$ cat src/rtl/txn_exec_pkg.sv
package txn_exec_pkg;
    localparam logic [7:0] OP_WR     = 8'h00;
    localparam logic [7:0] OP_WR_SEQ = 8'h04;
    localparam logic [7:0] OP_RD     = 8'h10;
    localparam logic [7:0] OP_RD_SEQ = 8'h14;
    localparam logic [7:0] RSP_FLAG  = 8'h80;

    typedef enum logic [1:0] {K_REJ, K_WR, K_RD} kind_t;

    typedef enum logic [3:0] {
        S_IDLE, S_HDR, S_WDATA, S_DROP,
        S_WR_BUS, S_RD_BUS, S_RD_WAIT, S_RD_SEND, S_RSP
    } state_t;
endpackage

$ cat src/rtl/txn_classify.sv
module txn_classify
    import txn_exec_pkg::*;
#(
    parameter int MAX_WR_WORDS = 4
) (
    input  logic [7:0]  op,
    input  logic [15:0] cnt,
    output kind_t       kind,
    output logic [15:0] nwords
);
    localparam logic [15:0] WR_LIMIT = 16'(MAX_WR_WORDS);

    logic aligned;

    always_comb begin
        nwords  = {2'b00, cnt[15:2]};
        aligned = (cnt[1:0] == 2'b00) && (cnt != 16'd0);
        case (op)
            OP_WR:     kind = (cnt == 16'd4) ? K_WR : K_REJ;
            OP_WR_SEQ: kind = (aligned && nwords <= WR_LIMIT) ? K_WR : K_REJ;
            OP_RD:     kind = (cnt == 16'd4) ? K_RD : K_REJ;
            OP_RD_SEQ: kind = aligned ? K_RD : K_REJ;
            default:   kind = K_REJ;
        endcase
    end
endmodule

$ cat src/rtl/txn_wbuf.sv
module txn_wbuf #(
    parameter int WORDS = 4,
    localparam int BW   = $clog2(WORDS * 4),
    localparam int WIW  = (WORDS > 1) ? $clog2(WORDS) : 1
) (
    input  logic           clk,
    input  logic           wr_en,
    input  logic [BW-1:0]  wr_idx,
    input  logic [7:0]     wr_byte,
    input  logic [WIW-1:0] rd_idx,
    output logic [31:0]    rd_word
);
    logic [7:0]  lane [WORDS*4];
    logic [31:0] word_arr [WORDS];

    always_ff @(posedge clk) begin
        if (wr_en) lane[wr_idx] <= wr_byte;
    end

    for (genvar gw = 0; gw < WORDS; gw++) begin : g_word
        assign word_arr[gw] = {lane[4*gw+3], lane[4*gw+2], lane[4*gw+1], lane[4*gw]};
    end

    assign rd_word = word_arr[rd_idx];
endmodule

$ cat src/rtl/bytestream_txn_exec.sv
module bytestream_txn_exec
    import txn_exec_pkg::*;
#(
    parameter int MAX_WR_WORDS = 4
) (
    input  logic        clk,
    input  logic        rst_n,
    input  logic        in_valid,
    output logic        in_ready,
    input  logic [7:0]  in_data,
    input  logic        in_sop,
    input  logic        in_eop,
    output logic        out_valid,
    input  logic        out_ready,
    output logic [7:0]  out_data,
    output logic        out_sop,
    output logic        out_eop,
    output logic [31:0] bus_addr,
    output logic [31:0] bus_wdata,
    output logic        bus_write,
    output logic        bus_read,
    input  logic        bus_waitreq,
    input  logic [31:0] bus_rdata,
    input  logic        bus_rvalid
);
    localparam int BW  = $clog2(MAX_WR_WORDS * 4);
    localparam int WIW = (MAX_WR_WORDS > 1) ? $clog2(MAX_WR_WORDS) : 1;

    state_t      state;
    kind_t       kind;
    logic [7:0]  hdr_op;
    logic [15:0] hdr_cnt;
    logic [31:0] hdr_addr;
    logic [15:0] bidx;
    logic [15:0] widx;
    logic [15:0] nwords;
    logic [1:0]  sub;
    logic [31:0] rd_word;
    logic [31:0] buf_word;
    logic [15:0] wr_count;
    logic        in_fire;
    logic        last_word;
    logic        wbuf_we;

    txn_classify #(.MAX_WR_WORDS(MAX_WR_WORDS)) u_cls (
        .op(hdr_op), .cnt(hdr_cnt), .kind(kind), .nwords(nwords)
    );

    assign in_fire   = in_valid && in_ready;
    assign last_word = (widx == nwords - 16'd1);
    assign wbuf_we   = in_fire && !in_sop && (state == S_WDATA);
    assign wr_count  = (kind == K_WR) ? hdr_cnt : 16'd0;

    txn_wbuf #(.WORDS(MAX_WR_WORDS)) u_wbuf (
        .clk(clk), .wr_en(wbuf_we), .wr_idx(bidx[BW-1:0]), .wr_byte(in_data),
        .rd_idx(widx[WIW-1:0]), .rd_word(buf_word)
    );

    function automatic state_t dispatch(input kind_t k);
        case (k)
            K_WR:    return S_WR_BUS;
            K_RD:    return S_RD_BUS;
            default: return S_RSP;
        endcase
    endfunction

    // state register and datapath
    always_ff @(posedge clk or negedge rst_n) begin
        if (!rst_n) begin
            state    <= S_IDLE;
            hdr_op   <= '0;
            hdr_cnt  <= '0;
            hdr_addr <= '0;
            bidx     <= '0;
            widx     <= '0;
            sub      <= '0;
            rd_word  <= '0;
        end else begin
            unique case (state)
                S_IDLE: begin
                    if (in_fire && in_sop) begin
                        hdr_op <= in_data;
                        bidx   <= 16'd1;
                        state  <= in_eop ? S_IDLE : S_HDR;
                    end
                end
                S_HDR, S_WDATA, S_DROP: begin
                    if (in_fire) begin
                        if (in_sop) begin
                            hdr_op <= in_data;
                            bidx   <= 16'd1;
                            state  <= in_eop ? S_IDLE : S_HDR;
                        end else if (state == S_HDR) begin
                            case (bidx[2:0])
                                3'd2: hdr_cnt[15:8] <= in_data;
                                3'd3: hdr_cnt[7:0]  <= in_data;
                                3'd4, 3'd5, 3'd6, 3'd7: hdr_addr <= {hdr_addr[23:0], in_data};
                                default: ;
                            endcase
                            if (bidx == 16'd7) begin
                                bidx <= '0;
                                widx <= '0;
                                sub  <= '0;
                                if (in_eop) state <= (kind == K_WR) ? S_IDLE : dispatch(kind);
                                else        state <= (kind == K_WR) ? S_WDATA : S_DROP;
                            end else begin
                                bidx <= bidx + 16'd1;
                                if (in_eop) state <= S_IDLE;
                            end
                        end else if (state == S_WDATA) begin
                            if (bidx == hdr_cnt - 16'd1) begin
                                state <= in_eop ? S_WR_BUS : S_DROP;
                            end else begin
                                bidx <= bidx + 16'd1;
                                if (in_eop) state <= S_IDLE;
                            end
                        end else if (in_eop) begin
                            state <= dispatch(kind);
                        end
                    end
                end
                S_WR_BUS: begin
                    if (!bus_waitreq) begin
                        if (last_word) begin
                            state <= S_RSP;
                            sub   <= '0;
                        end else begin
                            widx <= widx + 16'd1;
                        end
                    end
                end
                S_RD_BUS: if (!bus_waitreq) state <= S_RD_WAIT;
                S_RD_WAIT: begin
                    if (bus_rvalid) begin
                        rd_word <= bus_rdata;
                        sub     <= '0;
                        state   <= S_RD_SEND;
                    end
                end
                S_RD_SEND: begin
                    if (out_ready) begin
                        sub <= sub + 2'd1;
                        if (sub == 2'd3) begin
                            if (last_word) state <= S_IDLE;
                            else begin
                                widx  <= widx + 16'd1;
                                state <= S_RD_BUS;
                            end
                        end
                    end
                end
                S_RSP: begin
                    if (out_ready) begin
                        sub <= sub + 2'd1;
                        if (sub == 2'd3) state <= S_IDLE;
                    end
                end
                default: state <= S_IDLE;
            endcase
        end
    end

    // outputs
    always_comb begin
        in_ready  = (state inside {S_IDLE, S_HDR, S_WDATA, S_DROP});
        bus_addr  = hdr_addr + 32'({widx, 2'b00});
        bus_wdata = buf_word;
        bus_write = 1'b0;
        bus_read  = 1'b0;
        out_valid = 1'b0;
        out_data  = 8'h00;
        out_sop   = 1'b0;
        out_eop   = 1'b0;
        unique case (state)
            S_WR_BUS: bus_write = 1'b1;
            S_RD_BUS: bus_read  = 1'b1;
            S_RD_SEND: begin
                out_valid = 1'b1;
                out_data  = 8'(rd_word >> {sub, 3'b000});
                out_sop   = (widx == 16'd0) && (sub == 2'd0);
                out_eop   = last_word && (sub == 2'd3);
            end
            S_RSP: begin
                out_valid = 1'b1;
                case (sub)
                    2'd0: out_data = hdr_op | RSP_FLAG;
                    2'd1: out_data = 8'h00;
                    2'd2: out_data = wr_count[15:8];
                    default: out_data = wr_count[7:0];
                endcase
                out_sop = (sub == 2'd0);
                out_eop = (sub == 2'd3);
            end
            default: ;
        endcase
    end

    assert_cmd_hold_R8: assert property (@(posedge clk) disable iff (!rst_n)
        (bus_write || bus_read) && bus_waitreq |=>
        (bus_write == $past(bus_write)) && (bus_read == $past(bus_read)) &&
        $stable(bus_addr) && $stable(bus_wdata));

    assert_cmd_excl_R8: assert property (@(posedge clk) disable iff (!rst_n)
        !(bus_write && bus_read));

    assert_out_hold_R11: assert property (@(posedge clk) disable iff (!rst_n)
        out_valid && !out_ready |=>
        out_valid && $stable(out_data) && $stable(out_sop) && $stable(out_eop));

    assert_busy_no_rx_R11: assert property (@(posedge clk) disable iff (!rst_n)
        (bus_write || bus_read || out_valid) |-> !in_ready);

    assert_wr_bound_R3: assert property (@(posedge clk) disable iff (!rst_n)
        bus_write |-> (kind == K_WR) && (widx < nwords));

    assert_rej_no_bus_R7: assert property (@(posedge clk) disable iff (!rst_n)
        (kind == K_REJ) && !in_ready |-> !(bus_write || bus_read));
endmodule

$ cat config.mk
export PLATFORM = sky130hd
export DESIGN_NAME = bytestream_txn_exec
export DESIGN_NICKNAME = d
export VERILOG_FILES = /design/src/rtl/txn_exec_pkg.sv /design/src/rtl/txn_classify.sv /design/src/rtl/txn_wbuf.sv /design/src/rtl/bytestream_txn_exec.sv
export SDC_FILE = /design/constraint.sdc
export NUM_CORES = 1
export LEC_CHECK = 0
export BUFFER_PORTS_ARGS = -buffer_cell sky130_fd_sc_hd__buf_4
export CAP_MARGIN = 20
export CORE_ASPECT_RATIO = 0.5
export CORE_MARGIN = 10
export CORE_UTILIZATION = 30
export CTS_CLUSTER_DIAMETER = 120
export DETAILED_ROUTE_END_ITERATION = 8
export GPL_TIMING_DRIVEN = 0
export PLACE_DENSITY_LB_ADDON = 0.1
export SLEW_MARGIN = 10
export SYNTH_ARGS = -nofsm -noshare
export SYNTH_HDL_FRONTEND = slang
export SYNTH_SLANG_ARGS = --single-unit
$ cat constraint.sdc
create_clock -name clk -period 4.77 [get_ports clk]
set_clock_uncertainty 0.2 [all_clocks]
set_input_delay 0.477 -clock clk [delete_from_list [all_inputs] [get_ports clk]]
set_output_delay 0.477 -clock clk [all_outputs]
set_load 0.005 [all_outputs]
==> flow_metrics.py <==
metrics = {
    "floorplanning": {
        "dieArea_sq_mm": 0.0535,
        "die_width_um": 317,
        "rows": 54,
        "die_h_um": 169,
        "pin_count": 126,
        "start_util": 0.304,
        "core_region_area_sq_mm": 0.0436,
    },
    "logic_synthesis": {
        "syn-instance-count": 1067,
        "yosysWarnings": 0,
        "async_flop_share": 0.496,
        "syn_area_sq_mm": 0.0133,
        "synth-seq-cells": 254,
        "synth-edff-count": 128,
        "syn_nets": 1150,
        "ys_seq_area_frac": 0.527,
        "synthFlopType": "edfxtp_1",
        "synth_cell_type_count": 77,
        "syn_avg_cell_area_sq_um": 12.4,
    },
    "timing": {
        "rsz0062_at_grt": "false",
        "tightestPinTransition_ns": 0.920,
        "layout_setup_ws_ns": 0.264,
        "max_freq_mhz": 222,
        "slew_violations": 0,
        "period_needed_ns": 4.51,
        "timing.final.crit_share": 0.945,
        "setup_violations": 0,
        "hold_violations": 0,
        "hold_slack_ns": 0.102,
        "slew_headroom": 0.383,
    },
    "cells_and_area": {
        "final_common_cell": "buf_4",
        "drive_above_1_share": 0.270,
        "area_growth_pct": 22.6,
        "final_nets": 1333,
        "fin_area_sq_mm": 0.0163,
        "fillers": 4313,
        "diodes": 0,
        "final_cell_mix": "129 x buf_4, 128 x edfxtp_1, 122 x dfrtp_1, 91 x mux2_2, 61 x nor2_1",
    },
    "placed_design": {
        "globalplace.congestion": 0.849,
        "place_ws_ns": -0.285,
        "dpl_cell_area_sq_mm": 0.0150,
        "numPortBuffers": 124,
        "dp_hpwl_um": 28800,
    },
    "setup_path": {
        "critical_path_class": "reg -> out",
        "path_delay_family": "simple AND/OR/NAND/NOR gates",
        "cp_num_buf_inv": 3,
        "crit_path_top_delay_cell": "dfrtp_1",
        "worstSetupStartpointType": "flip-flop",
        "required_ns": 4.09,
        "cp_max_fo": 10,
        "crit_chain": "inv_1, ha_1, nor3b_2, buf_2, nand2_1, o31ai_1, nand3_1, nand4b_1, nor2_2, a21oi_1, nor2b_1, buf_4",
        "cp.arrival_ns": 3.83,
        "cp-end-kind": "output port",
        "worst_path_largest_cell_delay_ns": 0.52,
    },
    "grt": {
        "grt_max_degree": 67,
        "overflow": 0,
        "grt_pass1_wl_um": 61300,
        "grt_usage": 0.147,
        "grt_pass1_vias": 9937,
        "antenna_found_initial": 0,
    },
    "clock_network": {
        "cts_tree": "done",
        "clockBufferDepth": 3,
        "cts_buffers": 27,
        "clkSinkCount": 254,
        "insertion_delay_ns": 0.57,
        "clkSlewWorstSetupHoldPaths_ns": 0.06,
        "h-tree-depth": 1,
        "cts-root-buf": "clkbuf_16",
    },
    "detailed_routing": {
        "drc": 0,
        "vias": 9536,
        "vias_per_cell": 5.14,
        "wl_um": 39700,
        "route.detailed.wl_per_inst_um": 21.4,
        "drt_first_pass_iters": 6,
        "drt_iter0_drc": 673,
        "ant_nets": 0,
    },
    "pwr": {
        "ir_drop_mv": 0.295,
        "power_density_mw_per_mm2": 435,
        "leakagePower_nw": 6.67,
    },
    "flow_run": {
        "maxCapViolCount": 0,
    },
    "run_status": {
        "status": "finished clean",
    },
    "hold_path": {
        "hp-class": "in -> reg",
    },
}
## cells in the mapped netlist, types with 4 or more instances
master,count,share of area
edfxtp_1,128,0.29
dfrtp_1,126,0.24
mux2_2,91,0.077
nor2_1,62,0.018
nand2_1,44,0.012
o21ai_0,42,0.016
xnor2_1,42,0.028
mux4_2,40,0.068
clkbuf_1,37,0.010
inv_1,37,0.010
a21oi_1,34,0.013
ha_1,34,0.032
and3_1,30,0.014
nand3_1,25,0.0094
nor3_1,22,0.0083
o31ai_1,22,0.012
xor2_1,20,0.013
nand2b_1,18,0.0085
a22oi_1,13,0.0074
nor4_1,13,0.0061
or3_1,12,0.0057
a31oi_1,11,0.0052
and2_1,10,0.0047
buf_2,10,0.0038
buf_1,9,0.0025
nand4_1,9,0.0042
nor4b_1,8,0.0053
o21a_1,8,0.0045
a211o_1,7,0.0046
a21o_1,7,0.0040
nor2b_1,6,0.0028
o211ai_1,6,0.0034
o21ai_1,5,0.0019
and4_1,4,0.0026
o2111ai_1,4,0.0026
o21bai_1,4,0.0023
o41ai_1,4,0.0026
or4_1,4,0.0023
## routing by layer
metal	GRT usage	wire, um	vias to the layer above
li1	-	-	4429
met1	0.201	18700	4879
met2	0.241	18800	179
met3	0.0260	1560	49
met4	0.0283	647	0
met5	0	0	-
## cells by family after synthesis
| family | after synthesis | synth area share |
|---|---|---|
| DFF | 254 | 0.527 |
| buffers and inverters | 99 | 0.0315 |
| xor gates and xnor gates | 62 | 0.0409 |
| muxes | 133 | 0.147 |
| and+or+nand+nor | 284 | 0.116 |
| adders and majority gates | 35 | 0.0336 |
| AOI/OAI and AO/OA | 200 | 0.104 |
## final cells by class
cell class	instances	area, sq um	share of cell area
flip-flops and latches	254	7000	0.430
multi-input cells	714	5910	0.364
repair buffers	160	1310	0.0804
clock buffers	38	757	0.0465
well taps	588	736	0.0452
plain buffers	56	270	0.0166
clock inverters	10	143	0.00877
inverters	37	139	0.00854
## sequential cells by signal, indices dropped and copies added (netlist names)
signal / cells
bidx: 16
state: 4
rd_word: 32
u_wbuf.lane: 128
widx: 16
sub: 2
hdr_addr: 32
hdr_cnt: 16
hdr_op: 8
## through the flow
| stage | cells | power, mW | utilization | TNS, ns |
|---|---|---|---|---|
| 3_5_place_dp | 1781 | 4.90 | 0.343 | -1.68 |
| 5_1_grt | 1857 | 7.48 | 0.373 | 0 |
| 2_1_floorplan | 1067 | 4.16 | - | 0 |
| 4_1_cts | 1859 | 7.14 | 0.372 | 0 |
| 6_report | 1857 | 7.08 | 0.373 | 0 |
| 3_3_place_gp | 1779 | 4.86 | 0.342 | -1.42 |
## worst paths after layout
kind	slack (ns)	depth (start not counted)	to	startpoint
max	0.26	12	out_eop	hdr_cnt[3]$_DFFE_PN0P_
min	0.10	1	u_wbuf.lane[6][0]$_DFFE_PP_	in_data[0]
max reg2reg	0.88	12	widx[12]$_DFFE_PN0P_	bidx[0]$_DFFE_PN0P_
min reg2reg	0.30	1	rd_word[16]$_DFFE_PN0P_	rd_word[16]$_DFFE_PN0P_
max in group asynchronous	3.33	3	hdr_addr[25]$_DFFE_PN0P_	rst_n
min in group asynchronous	0.26	2	rd_word[6]$_DFFE_PN0P_	rst_n
## power breakdown
| group | total, mW | internal [mW] | switching (mW) |
|---|---|---|---|
| logic | 2.26 | 0.984 | 1.28 |
| clock network | 2.17 | 1.27 | 0.904 |
| registers | 2.65 | 2.48 | 0.170 |
## timing repair
item	in CTS	in global routing
pin swaps	1	0
gates resized for setup	12	7
setup endpoints to repair	17	17
buffers inserted	1	0
hold buffers	33	0
hold endpoints to repair	92	0
Power figures use the tool's default switching activity.
